## config.mk

```make
export PLATFORM = sky130hd
export DESIGN_NAME = vsw_seq
export DESIGN_NICKNAME = d
export VERILOG_FILES = /design/src/rtl/vsw_pkg.sv /design/src/rtl/vsw_sync.sv /design/src/rtl/vsw_mstimer.sv /design/src/rtl/vsw_seq.sv
export SDC_FILE = /design/constraint.sdc
export NUM_CORES = 1
export LEC_CHECK = 0
export ABC_AREA = 1
export CORE_ASPECT_RATIO = 1.25
export CORE_MARGIN = 2
export CORE_UTILIZATION = 60
export CTS_CLUSTER_DIAMETER = 30
export DETAILED_ROUTE_END_ITERATION = 7
export DONT_BUFFER_PORTS = 1
export PLACE_DENSITY = 0.88
export SYNTH_ARGS = -nofsm -noshare
export SYNTH_HDL_FRONTEND = slang
export SYNTH_SLANG_ARGS = --single-unit
```

## constraint.sdc

```tcl
create_clock -name clk -period 2.7 [get_ports clk]
set_input_delay 0.81 -clock clk [delete_from_list [all_inputs] [get_ports clk]]
set_output_delay 0.81 -clock clk [all_outputs]
set_load 0.02 [all_outputs]
```

## src/rtl/vsw_pkg.sv

```systemverilog
package vsw_pkg;

    localparam logic [7:0] VER_V3_CODE    = 8'd2;
    localparam int         SWITCH_WAIT_MS = 5;
    localparam int         CLOCK_WAIT_MS  = 1;
    localparam int         POWER_WAIT_MS  = 1;
    localparam int         MS_W           = $clog2(SWITCH_WAIT_MS + 1);

    typedef enum logic [1:0] {
        ST_OK    = 2'b00,
        ST_ERR   = 2'b01,
        ST_RETRY = 2'b10
    } vsw_status_e;

    typedef enum logic [2:0] {
        S_IDLE,
        S_WAIT33,
        S_GATE,
        S_WAIT18,
        S_WAITCLK,
        S_POWER
    } vsw_state_e;

    function automatic logic [MS_W-1:0] ms_code(input int ms);
        return MS_W'(ms);
    endfunction

    function automatic logic is_v3(input logic [7:0] code);
        return code >= VER_V3_CODE;
    endfunction

endpackage

```

## src/rtl/vsw_sync.sv

```systemverilog
module vsw_sync #(
    parameter int W     = 5,
    parameter int DEPTH = 2
) (
    input  logic         clk,
    input  logic         rst,
    input  logic [W-1:0] d,
    output logic [W-1:0] q
);
    logic [W-1:0] stg [DEPTH];

    always_ff @(posedge clk) begin
        if (rst) begin
            for (int i = 0; i < DEPTH; i++) stg[i] <= '0;
        end else begin
            stg[0] <= d;
            for (int i = 1; i < DEPTH; i++) stg[i] <= stg[i-1];
        end
    end

    assign q = stg[DEPTH-1];
endmodule

```

## src/rtl/vsw_mstimer.sv

```systemverilog
module vsw_mstimer
    import vsw_pkg::*;
#(
    parameter int CYC_PER_MS = 250000
) (
    input  logic            clk,
    input  logic            rst,
    input  logic            load,
    input  logic [MS_W-1:0] load_ms,
    output logic            expired
);
    localparam int SUB_W = $clog2(CYC_PER_MS + 1);
    localparam logic [SUB_W-1:0] SUB_LAST = SUB_W'(CYC_PER_MS - 1);

    logic [SUB_W-1:0] sub_q;
    logic [MS_W-1:0]  ms_q;

    always_ff @(posedge clk) begin
        if (rst) begin
            sub_q <= '0;
            ms_q  <= '0;
        end else if (load) begin
            sub_q <= '0;
            ms_q  <= load_ms;
        end else if (ms_q != '0) begin
            if (sub_q == SUB_LAST) begin
                sub_q <= '0;
                ms_q  <= ms_q - 1'b1;
            end else begin
                sub_q <= sub_q + 1'b1;
            end
        end
    end

    assign expired = (ms_q == '0);

    assert_sub_bound_R10: assert property (@(posedge clk) disable iff (rst)
        sub_q <= SUB_LAST);

    assert_ms_steps_down_R10: assert property (@(posedge clk) disable iff (rst)
        (!load && ms_q != '0) |=> (ms_q == $past(ms_q) || ms_q == $past(ms_q) - 1'b1));
endmodule

```

## src/rtl/vsw_seq.sv

```systemverilog
module vsw_seq
    import vsw_pkg::*;
#(
    parameter int CLK_KHZ    = 250000,
    parameter int SYNC_DEPTH = 2,
    parameter int DAT_W      = 4
) (
    input  logic             clk,
    input  logic             rst,
    input  logic [7:0]       ver_code,
    input  logic             req_valid,
    input  logic             req_low,
    input  logic [DAT_W-1:0] dat_lvl,
    input  logic             sig18_rb,
    output logic             card_clk_en,
    output logic             sig18_en,
    output logic             bus_pwr_en,
    output logic             busy,
    output logic             done,
    output logic [1:0]       status
);
    localparam int SET_W = $clog2(SYNC_DEPTH + 1);
    localparam logic [SET_W-1:0] SETTLE_LAST = SET_W'(SYNC_DEPTH);

    logic [DAT_W:0]   sync_q;
    logic [DAT_W-1:0] dat_s;
    logic             rb_s;

    vsw_sync #(.W(DAT_W + 1), .DEPTH(SYNC_DEPTH)) u_sync (
        .clk (clk),
        .rst (rst),
        .d   ({sig18_rb, dat_lvl}),
        .q   (sync_q)
    );
    assign dat_s = sync_q[DAT_W-1:0];
    assign rb_s  = sync_q[DAT_W];

    logic            tm_load;
    logic [MS_W-1:0] tm_ms;
    logic            tm_exp;

    vsw_mstimer #(.CYC_PER_MS(CLK_KHZ)) u_timer (
        .clk     (clk),
        .rst     (rst),
        .load    (tm_load),
        .load_ms (tm_ms),
        .expired (tm_exp)
    );

    vsw_state_e       state_q, state_d;
    vsw_status_e      stat_q, stat_d;
    logic             clk_q, clk_d;
    logic             s18_q, s18_d;
    logic             pwr_q, pwr_d;
    logic             busy_q, busy_d;
    logic             done_q, done_d;
    logic [SET_W-1:0] settle_q, settle_d;
    logic             fail;

    always_comb begin
        state_d  = state_q;
        stat_d   = stat_q;
        clk_d    = clk_q;
        s18_d    = s18_q;
        pwr_d    = pwr_q;
        busy_d   = busy_q;
        done_d   = 1'b0;
        settle_d = settle_q;
        tm_load  = 1'b0;
        tm_ms    = '0;
        fail     = 1'b0;
        unique case (state_q)
            S_IDLE: begin
                if (req_valid) begin
                    if (!is_v3(ver_code) || (req_low && s18_q)) begin
                        done_d = 1'b1;
                        stat_d = ST_OK;
                    end else if (!req_low) begin
                        s18_d   = 1'b0;
                        tm_load = 1'b1;
                        tm_ms   = ms_code(SWITCH_WAIT_MS);
                        busy_d  = 1'b1;
                        state_d = S_WAIT33;
                    end else begin
                        clk_d    = 1'b0;
                        settle_d = '0;
                        busy_d   = 1'b1;
                        state_d  = S_GATE;
                    end
                end
            end
            S_WAIT33: begin
                if (tm_exp) begin
                    done_d  = 1'b1;
                    stat_d  = rb_s ? ST_ERR : ST_OK;
                    busy_d  = 1'b0;
                    state_d = S_IDLE;
                end
            end
            S_GATE: begin
                if (settle_q != SETTLE_LAST) begin
                    settle_d = settle_q + 1'b1;
                end else if (dat_s == '0) begin
                    s18_d   = 1'b1;
                    tm_load = 1'b1;
                    tm_ms   = ms_code(SWITCH_WAIT_MS);
                    state_d = S_WAIT18;
                end else begin
                    fail = 1'b1;
                end
            end
            S_WAIT18: begin
                if (tm_exp) begin
                    if (rb_s) begin
                        clk_d   = 1'b1;
                        tm_load = 1'b1;
                        tm_ms   = ms_code(CLOCK_WAIT_MS);
                        state_d = S_WAITCLK;
                    end else begin
                        fail = 1'b1;
                    end
                end
            end
            S_WAITCLK: begin
                if (tm_exp) begin
                    if (&dat_s) begin
                        done_d  = 1'b1;
                        stat_d  = ST_OK;
                        busy_d  = 1'b0;
                        state_d = S_IDLE;
                    end else begin
                        fail = 1'b1;
                    end
                end
            end
            S_POWER: begin
                if (tm_exp) begin
                    pwr_d   = 1'b1;
                    clk_d   = 1'b1;
                    done_d  = 1'b1;
                    stat_d  = ST_RETRY;
                    busy_d  = 1'b0;
                    state_d = S_IDLE;
                end
            end
            default: state_d = S_IDLE;
        endcase
        if (fail) begin
            s18_d   = 1'b0;
            pwr_d   = 1'b0;
            tm_load = 1'b1;
            tm_ms   = ms_code(POWER_WAIT_MS);
            state_d = S_POWER;
        end
    end

    always_ff @(posedge clk) begin
        if (rst) begin
            state_q  <= S_IDLE;
            stat_q   <= ST_OK;
            clk_q    <= 1'b1;
            s18_q    <= 1'b0;
            pwr_q    <= 1'b1;
            busy_q   <= 1'b0;
            done_q   <= 1'b0;
            settle_q <= '0;
        end else begin
            state_q  <= state_d;
            stat_q   <= stat_d;
            clk_q    <= clk_d;
            s18_q    <= s18_d;
            pwr_q    <= pwr_d;
            busy_q   <= busy_d;
            done_q   <= done_d;
            settle_q <= settle_d;
        end
    end

    assign card_clk_en = clk_q;
    assign sig18_en    = s18_q;
    assign bus_pwr_en  = pwr_q;
    assign busy        = busy_q;
    assign done        = done_q;
    assign status      = stat_q;

    assert_busy_fall_done_R9: assert property (@(posedge clk) disable iff (rst)
        $fell(busy) |-> done);

    assert_power_off_busy_R8: assert property (@(posedge clk) disable iff (rst)
        !bus_pwr_en |-> busy);

    assert_retry_restores_R8: assert property (@(posedge clk) disable iff (rst)
        (done && status == ST_RETRY) |-> (bus_pwr_en && card_clk_en && !sig18_en));

    assert_enable_clock_off_R6: assert property (@(posedge clk) disable iff (rst)
        $rose(sig18_en) |-> !card_clk_en);

    assert_legacy_quiet_R2: assert property (@(posedge clk) disable iff (rst)
        (state_q == S_IDLE && req_valid && !is_v3(ver_code))
        |=> (done && !busy && $stable(sig18_en) && $stable(card_clk_en) && $stable(bus_pwr_en)));

    assert_status_code_R9: assert property (@(posedge clk) disable iff (rst)
        done |-> (status != 2'b11));
endmodule

```

==> qor.json, run 1 <==
{
  "drive_above_1_share": {"value": 12.5, "unit": "%"},
  "worst-setup-path-type": {"value": "flop to flop"},
  "power_switching_share": {"value": 41.4, "unit": "%"},
  "clock_network_fraction_of_total_power": {"value": 22.7, "unit": "%"},
  "port_buffer_count": {"value": 0},
  "seq_power_share": {"value": 42.4, "unit": "%"},
  "final_period_minus_worst_setup_slack": {"value": 1960, "unit": "ps"},
  "startpoint_type": {"value": "flop"},
  "worst_ep_required_time": {"value": 2940, "unit": "ps"},
  "power.switching": {"value": 797, "unit": "µW"},
  "post_cts_resize_count": {"value": 0},
  "count_of_flip_flops_with_a_built_in_enable_after_synthesis": {"value": 0},
  "placementRows": {"value": 25},
  "synth.top_cells.by_area": {"value": "sky130_fd_sc_hd__dfxtp_1, sky130_fd_sc_hd__nand2_1, sky130_fd_sc_hd__nor2_1"},
  "number_of_antenna_violations_at_the_first_check_in_global_routing": {"value": 0},
  "first_global_vias": {"value": 2004},
  "post-route-period-util": {"value": 72.5, "unit": "%"},
  "run_status": {"value": "finished, final reports clean"},
  "synthesis.nets": {"value": 355},
  "power.leakage": {"value": 0.000950, "unit": "µW"},
  "place.detailed.hpwl": {"value": 3.53, "unit": "mm"},
  "fin_tns_setup": {"value": 0, "unit": "ps"},
  "max_slew_margin_vs_limit": {"value": 71.6, "unit": "%"},
  "post-cts-setup-buffers": {"value": 0},
  "dieWidth": {"value": 59.4, "unit": "µm"},
  "fmaxAchievable": {"value": 511, "unit": "MHz"},
  "gp_congestion": {"value": 0.956},
  "starting_density_of_the_core": {"value": 61.8, "unit": "%"},
  "number_of_synthesized_register_bits": {"value": 43},
  "hold_class": {"value": "flop to flop"},
  "drt_first_iter_violations": {"value": 108},
  "cts.clk_slew.worst_paths": {"value": 90, "unit": "ps"},
  "report.power.total": {"value": 1930, "unit": "µW"},
  "cp-end-kind": {"value": "flop"},
  "route.detailed.wl_per_inst": {"value": 12.5, "unit": "µm"},
  "dpl-instance-area": {"value": 2320, "unit": "µm²"},
  "fin_area": {"value": 2410, "unit": "µm²"},
  "clock_tree_from_tritoncts": {"value": "built"},
  "worstPathMaxFanout": {"value": 13},
  "p_int": {"value": 1130, "unit": "µW"},
  "antenna_cells_inserted": {"value": 0},
  "fp.dieArea": {"value": 4350, "unit": "µm²"},
  "max_cap_violations": {"value": 0},
  "cts_hold_buffers": {"value": 0},
  "power_frac_comb": {"value": 34.9, "unit": "%"},
  "overflow": {"value": 0},
  "synthCells": {"value": 334},
  "postSynth.asyncResetShare": {"value": 0, "unit": "%"},
  "clock_skew": {"value": 3.51, "unit": "ps"},
  "die_h": {"value": 73.2, "unit": "µm"},
  "timing.final.setup_violations": {"value": 0},
  "postSynth.topFlopCell": {"value": "sky130_fd_sc_hd__dfxtp_1"},
  "worst_ep_arrival_time": {"value": 2200, "unit": "ps"},
  "fin_nets": {"value": 357},
  "wirelength": {"value": 4.72, "unit": "mm"},
  "postRouteAntennaNets": {"value": 0},
  "synth-seq-area-share": {"value": 37.4, "unit": "%"},
  "peakVddDrop": {"value": 0.633, "unit": "mV"},
  "maximum_number_of_pins_on_one_net_before_global_route_repair": {"value": 18},
  "hold_viol_final": {"value": 0},
  "ys_warn_count": {"value": 0},
  "drc_errors": {"value": 0},
  "syn-mean-instance-area": {"value": 6.89, "unit": "µm²"},
  "final.hold.worst_slack": {"value": 409, "unit": "ps"},
  "synth.distinct_cells": {"value": 36},
  "power_density": {"value": 798, "unit": "nW/µm²"},
  "cts-buffers-inserted": {"value": 5},
  "synthDominantCellAreaShare": {"value": 37.4, "unit": "%"},
  "clk_latency": {"value": 300, "unit": "ps"},
  "final-max-slew-violation-count": {"value": 0},
  "area.growth.synth_to_final": {"value": 4.95, "unit": "%"},
  "numClockSinks": {"value": 43},
  "cts-root-buf": {"value": "sky130_fd_sc_hd__clkbuf_8"},
  "synthesized_cell_area": {"value": 2300, "unit": "µm²"},
  "drt_pass1_iterations": {"value": 4},
  "yosysTopAreaCell": {"value": "sky130_fd_sc_hd__dfxtp_1"},
  "vias_per_cell": {"value": 5.43},
  "cts.path.max_buffers": {"value": 2},
  "core_area": {"value": 3720, "unit": "µm²"},
  "boundaryPins": {"value": 24},
  "first_pass_grt_wire_length": {"value": 8.20, "unit": "mm"},
  "grt_setup_unrepaired": {"value": "false"},
  "global_route.usage.total": {"value": 24.7, "unit": "%"},
  "detailroute.via_count": {"value": 2046},
  "h-tree-depth": {"value": 2},
  "timing_worst_slew_pin_value": {"value": 422, "unit": "ps"}
}
==> final timing paths <==
path                                      from                        endpoint  slack (ps)  depth (start not counted)
hold / removal     u_sync.stg[0][4]$_SDFF_PP0_     u_sync.stg[0][9]$_SDFF_PP0_         410                          2
setup reg to reg  u_timer.ms_q[0]$_SDFFE_PP0P_  u_timer.sub_q[12]$_SDFFE_PP0P_         740                         12
hold reg to reg    u_sync.stg[0][4]$_SDFF_PP0_     u_sync.stg[0][9]$_SDFF_PP0_         410                          2
setup / recovery  u_timer.ms_q[0]$_SDFFE_PP0P_  u_timer.sub_q[12]$_SDFFE_PP0P_         740                         12
==> power groups by stage <==
| stage | clock network [µW] | registers [µW] | logic (µW) |
|---|---|---|---|
| 3_3_place_gp | 0 | 827 | 651 |
| 3_5_place_dp | 0 | 830 | 666 |
| 4_1_cts | 450 | 816 | 668 |
| 6_report | 437 | 816 | 673 |
| 5_1_grt | 468 | 827 | 777 |
| 2_1_floorplan | 0 | 813 | 570 |
==> final cells by class <==
type	instances	area, µm²
clock buffers	5	68.8
clock inverters	3	26.3
multi-input cells	235	1220
inverters	51	191
flip-flops and latches	43	861
well taps	40	50.0
fillers	332	1310
==> worst max-delay path, stage by stage, from the launching register on <==
cell                      delay (ps)
sky130_fd_sc_hd__dfxtp_1         350
sky130_fd_sc_hd__inv_1            60
sky130_fd_sc_hd__ha_1            210
sky130_fd_sc_hd__nand2_2         230
sky130_fd_sc_hd__inv_2           170
sky130_fd_sc_hd__nor2_4          150
sky130_fd_sc_hd__nand2_2         110
sky130_fd_sc_hd__nor2_4          100
sky130_fd_sc_hd__nand2_1          70
sky130_fd_sc_hd__nor2_2          120
sky130_fd_sc_hd__nand2_1          80
sky130_fd_sc_hd__xor2_1          140
sky130_fd_sc_hd__nor2_1          100
==> kinds of logic after synthesis <==
family | Yosys count | synth area share (%)
compound gates | 37 | 9.14
xor+xnor | 7 | 2.66
fa+ha+maj | 4 | 2.18
buf+inv | 56 | 9.68
flops | 43 | 37.4
simple gates | 187 | 38.9
==> placed cells by master (no fill, tap or decap), types with 2 or more instances in the layout <==
master	netlist	routed
sky130_fd_sc_hd__dfxtp_1	43	43
sky130_fd_sc_hd__nand3_2	2	2
sky130_fd_sc_hd__nand2_2	6	6
sky130_fd_sc_hd__nor2_4	3	3
sky130_fd_sc_hd__or2_2	2	2
sky130_fd_sc_hd__xor2_1	6	6
sky130_fd_sc_hd__nor2_2	5	5
sky130_fd_sc_hd__a21oi_2	3	3
sky130_fd_sc_hd__nand4_1	6	6
sky130_fd_sc_hd__nor4_1	2	2
sky130_fd_sc_hd__ha_1	4	4
sky130_fd_sc_hd__a21oi_1	13	13
sky130_fd_sc_hd__inv_2	5	5
sky130_fd_sc_hd__inv_1	46	46
sky130_fd_sc_hd__nand2_4	2	2
sky130_fd_sc_hd__nand3_1	24	24
sky130_fd_sc_hd__o21ai_0	15	15
sky130_fd_sc_hd__nor3_1	12	12
sky130_fd_sc_hd__nand2_1	58	58
sky130_fd_sc_hd__nor3_2	3	3
sky130_fd_sc_hd__inv_6	0	2
sky130_fd_sc_hd__clkbuf_8	0	5
sky130_fd_sc_hd__nor2_1	58	58
==> cell usage after synthesis, types with 4 or more instances <==
master / instances
sky130_fd_sc_hd__inv_1: 46
sky130_fd_sc_hd__nor2_2: 5
sky130_fd_sc_hd__dfxtp_1: 43
sky130_fd_sc_hd__ha_1: 4
sky130_fd_sc_hd__o21ai_0: 15
sky130_fd_sc_hd__nand4_1: 6
sky130_fd_sc_hd__nand2_2: 6
sky130_fd_sc_hd__nand2_1: 58
sky130_fd_sc_hd__nor3_1: 12
sky130_fd_sc_hd__xor2_1: 6
sky130_fd_sc_hd__nand3_1: 24
sky130_fd_sc_hd__a21oi_1: 13
sky130_fd_sc_hd__nor2_1: 58
sky130_fd_sc_hd__inv_2: 5
==> registers in the layout, indices dropped and copies added (netlist names) <==
signal,flops
bus_pwr_en,1
busy,1
card_clk_en,1
done,1
settle_q,2
sig18_en,1
state_q,3
status,2
u_sync.stg,10
u_timer.ms_q,3
u_timer.sub_q,18
==> layer usage <==
layer	vias up	global-route usage (%)	wire, µm
met5	-	0	0
met4	0	12.4	95
met3	10	5.14	143
met2	39	45.2	2550
met1	929	25.8	1920
li1	1068	-	-
==> stage by stage <==
| stage | worst slack (ps) | std cells | util [%] |
|---|---|---|---|
| final | 742 | 377 | 64.9 |
| after global routing | 544 | 377 | 64.9 |
| after CTS | 730 | 377 | 64.9 |
| after detailed placement | 611 | 369 | 62.3 |
| after global placement | 662 | 369 | 62.3 |
| after floorplan | 834 | 334 | - |
No activity file was read; power rests on OpenSTA's default activity.
==> run 2, diff against run 1 <==
- CORE_UTILIZATION: 60 -> 56
- PLACE_DENSITY: 0.88 -> 0.86
- clock period: 2.7 -> 1.8 ns (I/O delays scaled with it)
==> run 2 against run 1 <==
Net effect:
- total power is 64% higher
- final cell count increased by 8.2%
- sequential share of layout area shrank 2.3 points
- non-clock buffer count increased by 14
- clock power up 51%
- critical path type unchanged
- largest power group is now combinational cells
- highest routed layer unchanged
==> qor.json, run 2 (same netlist as run 1, synthesis figures left out) <==
{
  "boundaryPins": {"value": 24},
  "postRouteAntennaNets": {"value": 0},
  "final-max-slew-violation-count": {"value": 0},
  "cts_hold_buffers": {"value": 0},
  "place.detailed.hpwl": {"value": 3.58, "unit": "mm"},
  "reg2reg_depth": {"value": 10},
  "route.detailed.wl_per_inst": {"value": 12.4, "unit": "µm"},
  "hold-path-endpoint": {"value": "done$_SDFF_PP0_"},
  "peakVddDrop": {"value": 0.880, "unit": "mV"},
  "core_area": {"value": 4000, "unit": "µm²"},
  "multi_input_area": {"value": 1270, "unit": "µm²"},
  "biggestRegsByFlops": {"value": "u_timer.sub_q (18), u_sync.stg (10)"},
  "drt_first_iter_violations": {"value": 146},
  "starting_density_of_the_core": {"value": 57.5, "unit": "%"},
  "post-route-period-util": {"value": 93.4, "unit": "%"},
  "number_of_antenna_violations_at_the_first_check_in_global_routing": {"value": 0},
  "mostFrequentLayoutCells": {"value": "sky130_fd_sc_hd__nand2_1, sky130_fd_sc_hd__nor2_1, sky130_fd_sc_hd__inv_1, sky130_fd_sc_hd__dfxtp_1, sky130_fd_sc_hd__nand3_1"},
  "top_layer_used": {"value": "met4"},
  "overflow": {"value": 0},
  "r2r_setup_slack": {"value": 120, "unit": "ps"},
  "port_buffer_count": {"value": 0},
  "final_period_minus_worst_setup_slack": {"value": 1680, "unit": "ps"},
  "clock_skew": {"value": 11.2, "unit": "ps"},
  "worstPathMaxFanout": {"value": 6},
  "detailroute.via_count": {"value": 2132},
  "numClockSinks": {"value": 43},
  "cts.path.max_buffers": {"value": 2},
  "worst_ep_required_time": {"value": 2040, "unit": "ps"},
  "drt_pass1_iterations": {"value": 4},
  "cts-buffers-inserted": {"value": 5},
  "largest_register_ff_count": {"value": 18},
  "worst-setup-path-type": {"value": "flop to flop"},
  "regToRegEndpoint": {"value": "u_timer.sub_q[13]$_SDFFE_PP0P_"},
  "fin_tns_setup": {"value": 0, "unit": "ps"},
  "first_global_vias": {"value": 1939},
  "run_status": {"value": "finished, final reports clean"},
  "vias_per_cell": {"value": 5.23},
  "fin_nets": {"value": 372},
  "maximum_number_of_pins_on_one_net_before_global_route_repair": {"value": 18},
  "global_route.usage.total": {"value": 23.8, "unit": "%"},
  "cp-end-kind": {"value": "flop"},
  "crit_path_setup_slack_layout": {"value": 119, "unit": "ps"},
  "dieWidth": {"value": 61.3, "unit": "µm"},
  "n_fill_cell": {"value": 352},
  "wirelength": {"value": 5.06, "unit": "mm"},
  "antenna_cells_inserted": {"value": 0},
  "clk_latency": {"value": 310, "unit": "ps"},
  "layout.area.seq": {"value": 867, "unit": "µm²"},
  "post_placement_worst_setup_slack": {"value": -20.6, "unit": "ps"},
  "power_density": {"value": 1210, "unit": "nW/µm²"},
  "fp.dieArea": {"value": 4640, "unit": "µm²"},
  "power.leakage": {"value": 0.00103, "unit": "µW"},
  "max_cap_violations": {"value": 0},
  "final.hold.worst_slack": {"value": 291, "unit": "ps"},
  "hold_viol_final": {"value": 0},
  "h-tree-depth": {"value": 2},
  "route.layer.met1.wl": {"value": 2.05, "unit": "mm"},
  "cts-root-buf": {"value": "sky130_fd_sc_hd__clkbuf_8"},
  "min_from": {"value": "rst"},
  "gp_congestion": {"value": 0.941},
  "max_slew_margin_vs_limit": {"value": 60.3, "unit": "%"},
  "startpoint_type": {"value": "flop"},
  "timing_worst_slew_pin_value": {"value": 596, "unit": "ps"},
  "registers.top_by_ff_count": {"value": "u_timer.sub_q"},
  "timing.rr.start": {"value": "u_timer.ms_q[0]$_SDFFE_PP0P_"},
  "fmaxAchievable": {"value": 595, "unit": "MHz"},
  "drc_errors": {"value": 0},
  "area.growth.synth_to_final": {"value": 13.1, "unit": "%"},
  "hold_depth": {"value": 1},
  "first_pass_grt_wire_length": {"value": 8.31, "unit": "mm"},
  "detail_route_met3_wl": {"value": 203, "unit": "µm"},
  "clock_tree_from_tritoncts": {"value": "built"},
  "worst_ep_arrival_time": {"value": 1930, "unit": "ps"},
  "timing.final.setup_violations": {"value": 0},
  "die_h": {"value": 75.7, "unit": "µm"},
  "hold_class": {"value": "input pin to flop"},
  "placementRows": {"value": 26},
  "met2_length": {"value": 2.63, "unit": "mm"},
  "mostFrequentLayoutCell": {"value": "sky130_fd_sc_hd__nand2_1"},
  "drive_above_1_share": {"value": 19.6, "unit": "%"},
  "cts.clk_slew.worst_paths": {"value": 90, "unit": "ps"}
}
-- run 2: critical path, cell delays in order, from the launching register on --
cell	delay, ps
sky130_fd_sc_hd__dfxtp_2	340
sky130_fd_sc_hd__inv_1	60
sky130_fd_sc_hd__ha_1	220
sky130_fd_sc_hd__nand2_4	120
sky130_fd_sc_hd__nor3_1	80
sky130_fd_sc_hd__nor2_1	130
sky130_fd_sc_hd__nand2_2	80
sky130_fd_sc_hd__nor2_4	180
sky130_fd_sc_hd__buf_4	170
sky130_fd_sc_hd__nand2_8	70
sky130_fd_sc_hd__nor3b_2	170
-- run 2: what timing repair did --
item	CTS	global route
pin swaps	0	3
gates resized for setup	2	13
cloned	0	1
setup buffers	0	4
hold endpoints to repair	0	0
setup endpoints to repair	1	19
-- run 2: worst max-delay path by stage --
| stage | from | to | slack, ps | cells past startpoint |
|---|---|---|---|---|
| 5_1_grt | u_timer.ms_q[0]$_SDFFE_PP0P_ | u_timer.sub_q[13]$_SDFFE_PP0P_ | -10 | 10 |
| 2_1_floorplan | ver_code[3] | u_timer.sub_q[2]$_SDFFE_PP0P_ | 200 | 10 |
| 4_1_cts | u_timer.ms_q[0]$_SDFFE_PP0P_ | u_timer.sub_q[17]$_SDFFE_PP0P_ | 20 | 11 |
| 3_3_place_gp | u_timer.ms_q[0]$_SDFFE_PP0P_ | u_timer.sub_q[12]$_SDFFE_PP0P_ | 60 | 12 |
| 3_5_place_dp | u_timer.ms_q[0]$_SDFFE_PP0P_ | u_timer.sub_q[14]$_SDFFE_PP0P_ | -20 | 10 |
| 6_report | u_timer.ms_q[0]$_SDFFE_PP0P_ | u_timer.sub_q[13]$_SDFFE_PP0P_ | 120 | 10 |
-- run 2: metal layers --
| layer | vias to the layer above | global-route usage [%] |
|---|---|---|
| li1 | 1097 | - |
| met1 | 964 | 26.9 |
| met2 | 56 | 42.0 |
| met3 | 15 | 5.09 |
| met4 | 0 | 11.3 |
| met5 | - | 0 |
-- run 2: cell type report --
type,instances,area share (%)
sequential,43,33.3
tap,56,2.69
timing repair buffer,14,4.04
clock buffer,5,2.65
multi-input combinational,236,48.8
inverter,51,7.46
clock inverter,3,1.01
-- run 2: stage by stage --
stage                     utilization (%)  cell area (µm²)  power [µW]  instances
after floorplan                         -             2300        2070        334
after global placement               60.4             2410        2310        395
after detailed placement             60.4             2410        2330        395
after CTS                            63.0             2520        2990        403
after global routing                 65.0             2600        3370        408
final                                65.0             2600        3150        408
-- run 2: power by group --
part           switching [µW]  leakage (µW)  internal (µW)
combinational             767      0.000626            492
clock                     376     0.0000491            286
sequential                146      0.000353           1090
total                    1290       0.00103           1860
==> run 3, diff against run 2 <==
- ABC_AREA: 1 -> default
==> run 3 against run 2 <==
Net effect:
- the run now ends with DRC, setup timing left
- first-iteration DRC count is 38% lower
- critical endpoint is now u_timer.sub_q[9]$_SDFFE_PP0P_
- largest power group unchanged
- critical path type unchanged
- clock-buffer cell count stayed put
- largest cell class unchanged
- sequential power decreased by 5%
==> qor.json, run 3 <==
{
  "detailroute.via_count": {"value": 1870},
  "number_of_synthesized_register_bits": {"value": 43},
  "placementRows": {"value": 24},
  "startpoint_type": {"value": "flop"},
  "antenna_cells_inserted": {"value": 0},
  "mostFrequentLayoutCells": {"value": "sky130_fd_sc_hd__dfxtp_1, sky130_fd_sc_hd__buf_4, sky130_fd_sc_hd__nor2b_1, sky130_fd_sc_hd__nor2_1, sky130_fd_sc_hd__nand2_1"},
  "yosys.cell_count.top_type": {"value": "sky130_fd_sc_hd__dfxtp_1"},
  "global_route.usage.total": {"value": 25.2, "unit": "%"},
  "maximum_number_of_pins_on_one_net_before_global_route_repair": {"value": 26},
  "starting_density_of_the_core": {"value": 58.6, "unit": "%"},
  "route.detailed.wl_per_inst": {"value": 16.5, "unit": "µm"},
  "area.growth.synth_to_final": {"value": 30.7, "unit": "%"},
  "synth.distinct_cells": {"value": 45},
  "max_stage_delay": {"value": 560, "unit": "ps"},
  "path_cells": {"value": "or4b_4, nor4_4, nand3_2, nand4b_1, buf_4, clkbuf_16, nor2_2"},
  "clock_skew": {"value": 4.22, "unit": "ps"},
  "hold_viol_final": {"value": 0},
  "r2r_setup_slack": {"value": -180, "unit": "ps"},
  "fp.dieArea": {"value": 4150, "unit": "µm²"},
  "postSynth.asyncResetShare": {"value": 0, "unit": "%"},
  "power.leakage": {"value": 0.000989, "unit": "µW"},
  "adder_cell_area_share_of_the_yosys_netlist": {"value": 2.45, "unit": "%"},
  "place.detailed.hpwl": {"value": 3.39, "unit": "mm"},
  "max_slew_margin_vs_limit": {"value": 70.5, "unit": "%"},
  "grt_setup_unrepaired": {"value": "true"},
  "cts_hold_buffers": {"value": 0},
  "most_common_library_cells_after_synthesis": {"value": "sky130_fd_sc_hd__dfxtp_1, sky130_fd_sc_hd__nor2_1, sky130_fd_sc_hd__nor2b_1"},
  "overflow": {"value": 0},
  "largest_family_of_logic_cells_by_synthesized_area": {"value": "simple AND/OR/NAND/NOR gates"},
  "failing_checks": {"value": "DRC, setup timing"},
  "syn-mean-instance-area": {"value": 8.62, "unit": "µm²"},
  "synth-compound-area-share": {"value": 11.9, "unit": "%"},
  "n_fill_cell": {"value": 223},
  "synth-seq-area-share": {"value": 42.2, "unit": "%"},
  "run_status": {"value": "finished, violations left"},
  "met2_usage": {"value": 46.8, "unit": "%"},
  "hold_class": {"value": "input pin to flop"},
  "synthXorXnorAreaFrac": {"value": 7.29, "unit": "%"},
  "worst_ep_arrival_time": {"value": 2170, "unit": "ps"},
  "postSynth.topFlopCell": {"value": "sky130_fd_sc_hd__dfxtp_1"},
  "largest_register_ff_count": {"value": 18},
  "die_h": {"value": 71.5, "unit": "µm"},
  "worst-setup-path-type": {"value": "flop to flop"},
  "worst_ep_required_time": {"value": 1990, "unit": "ps"},
  "fmaxAchievable": {"value": 506, "unit": "MHz"},
  "synth_simple_gate_area_share": {"value": 31.0, "unit": "%"},
  "post-route-period-util": {"value": 110, "unit": "%"},
  "post_placement_worst_setup_slack": {"value": -119, "unit": "ps"},
  "multi_input_area": {"value": 1260, "unit": "µm²"},
  "synth.top_cells.by_area": {"value": "sky130_fd_sc_hd__dfxtp_1, sky130_fd_sc_hd__nor2_1, sky130_fd_sc_hd__xnor2_1"},
  "synthDominantCellAreaShare": {"value": 42.2, "unit": "%"},
  "drc_errors": {"value": 1},
  "peakVddDrop": {"value": 0.906, "unit": "mV"},
  "count_of_flip_flops_with_a_built_in_enable_after_synthesis": {"value": 0},
  "drive_above_1_share": {"value": 29.6, "unit": "%"},
  "slowest_stage": {"value": "sky130_fd_sc_hd__or4b_4"},
  "postRouteAntennaNets": {"value": 0},
  "fin_nets": {"value": 294},
  "yosys-mux-area-fraction": {"value": 1.53, "unit": "%"},
  "synthesis.nets": {"value": 258},
  "dieWidth": {"value": 58.0, "unit": "µm"},
  "grtUsageMet1": {"value": 25.8, "unit": "%"},
  "yosysTopAreaCell": {"value": "sky130_fd_sc_hd__dfxtp_1"},
  "timing_worst_slew_pin_value": {"value": 438, "unit": "ps"},
  "synthCells": {"value": 237},
  "synthesized_cell_area": {"value": 2040, "unit": "µm²"},
  "boundaryPins": {"value": 24},
  "number_of_antenna_violations_at_the_first_check_in_global_routing": {"value": 0},
  "wirelength": {"value": 5.16, "unit": "mm"},
  "first_pass_grt_wire_length": {"value": 8.02, "unit": "mm"},
  "timing.final.setup_violations": {"value": 19},
  "clk_latency": {"value": 300, "unit": "ps"},
  "cts.clk_slew.worst_paths": {"value": 80, "unit": "ps"},
  "port_buffer_count": {"value": 0},
  "drt_pass1_iterations": {"value": 6},
  "h-tree-depth": {"value": 2},
  "max_cap_violations": {"value": 0},
  "cp-end-kind": {"value": "flop"},
  "clock_tree_from_tritoncts": {"value": "built"},
  "biggestRegsByFlops": {"value": "u_timer.sub_q (18), u_sync.stg (10)"},
  "core_area": {"value": 3480, "unit": "µm²"},
  "met3_layer_usage_reported_by_global_route": {"value": 5.60, "unit": "%"},
  "registers.top_by_ff_count": {"value": "u_timer.sub_q"},
  "numClockSinks": {"value": 43},
  "power_density": {"value": 1230, "unit": "nW/µm²"},
  "layout.area.seq": {"value": 865, "unit": "µm²"},
  "crit_path_setup_slack_layout": {"value": -177, "unit": "ps"},
  "fin_tns_setup": {"value": -3010, "unit": "ps"},
  "final-max-slew-violation-count": {"value": 0},
  "vias_per_cell": {"value": 5.97},
  "worstPathMaxFanout": {"value": 8},
  "gp_congestion": {"value": 0.889},
  "ys_warn_count": {"value": 0},
  "first_global_vias": {"value": 1863},
  "cts-root-buf": {"value": "sky130_fd_sc_hd__clkbuf_8"},
  "mostFrequentLayoutCell": {"value": "sky130_fd_sc_hd__dfxtp_1"},
  "cts-buffers-inserted": {"value": 5},
  "cts.path.max_buffers": {"value": 2},
  "final_period_minus_worst_setup_slack": {"value": 1980, "unit": "ps"},
  "drt_first_iter_violations": {"value": 91},
  "global_route.peak_usage_layer": {"value": "met2"}
}
==> run 3: layout make-up <==
cell class / count / area share, %
Timing Repair Buffer: 38 / 12.9
Multi-Input combinational cell: 175 / 47.3
Inverter: 10 / 1.41
Sequential cell: 43 / 32.4
Clock buffer: 5 / 2.58
Tap cell: 39 / 1.83
Clock inverter: 3 / 1.64
==> run 3: critical path, delay by kind of cell (launching register included) <==
kind | cells | cell delay, ps
simple gates | 5 | 1260
flops | 1 | 320
buf+inv | 2 | 300
==> run 3: cell families (layout without fill, tap and decap cells) <==
group,count (synthesis),count (layout)
multiplexers,3,3
AND/OR/NAND/NOR,115,115
flip-flops,43,43
adder cells (fa/ha/maj),4,4
XOR/XNOR,17,17
AO/OA/AOI/OAI,36,36
buffers and inverters,19,56
==> run 3: timing repair <==
| action | CTS | global route |
|---|---|---|
| gates resized for setup | 6 | 37 |
| endpoints found under the setup margin | 20 | 26 |
| pin swaps | 6 | 7 |
| cloned | 1 | 0 |
| setup buffers | 2 | 2 |
| hold endpoints to repair | 0 | 0 |
==> run 3: report_power, final <==
| part | switching [µW] | internal, µW |
|---|---|---|
| Combinational | 723 | 646 |
| Clock | 328 | 413 |
| Sequential | 110 | 1060 |
| Total | 1160 | 2120 |
==> run 3: metal layers <==
metal | up-vias | routed length (µm)
met3 | 14 | 209
met2 | 51 | 2870
met1 | 894 | 1950
met4 | 0 | 127
li1 | 911 | -
met5 | - | 0
==> run 3: stage by stage <==
step	hold WS [ps]	instances	power [µW]	instance area [µm²]	utilization, %
after floorplan	414	237	1890	2060	-
after global placement	415	301	2300	2360	67.8
after detailed placement	422	301	2350	2360	67.8
after CTS	297	312	3170	2550	73.2
after global routing	295	313	3440	2670	76.6
final	305	313	3280	2670	76.6
==> run 3: final timing paths <==
kind                                  startpoint                             to  cells after the start
hold reg to reg      u_sync.stg[0][4]$_SDFF_PP0_    u_sync.stg[0][9]$_SDFF_PP0_                      1
hold / removal                               rst              busy$_SDFFE_PP0P_                      1
setup reg to reg  u_timer.sub_q[11]$_SDFFE_PP0P_  u_timer.sub_q[9]$_SDFFE_PP0P_                      7
setup / recovery  u_timer.sub_q[11]$_SDFFE_PP0P_  u_timer.sub_q[9]$_SDFFE_PP0P_                      7
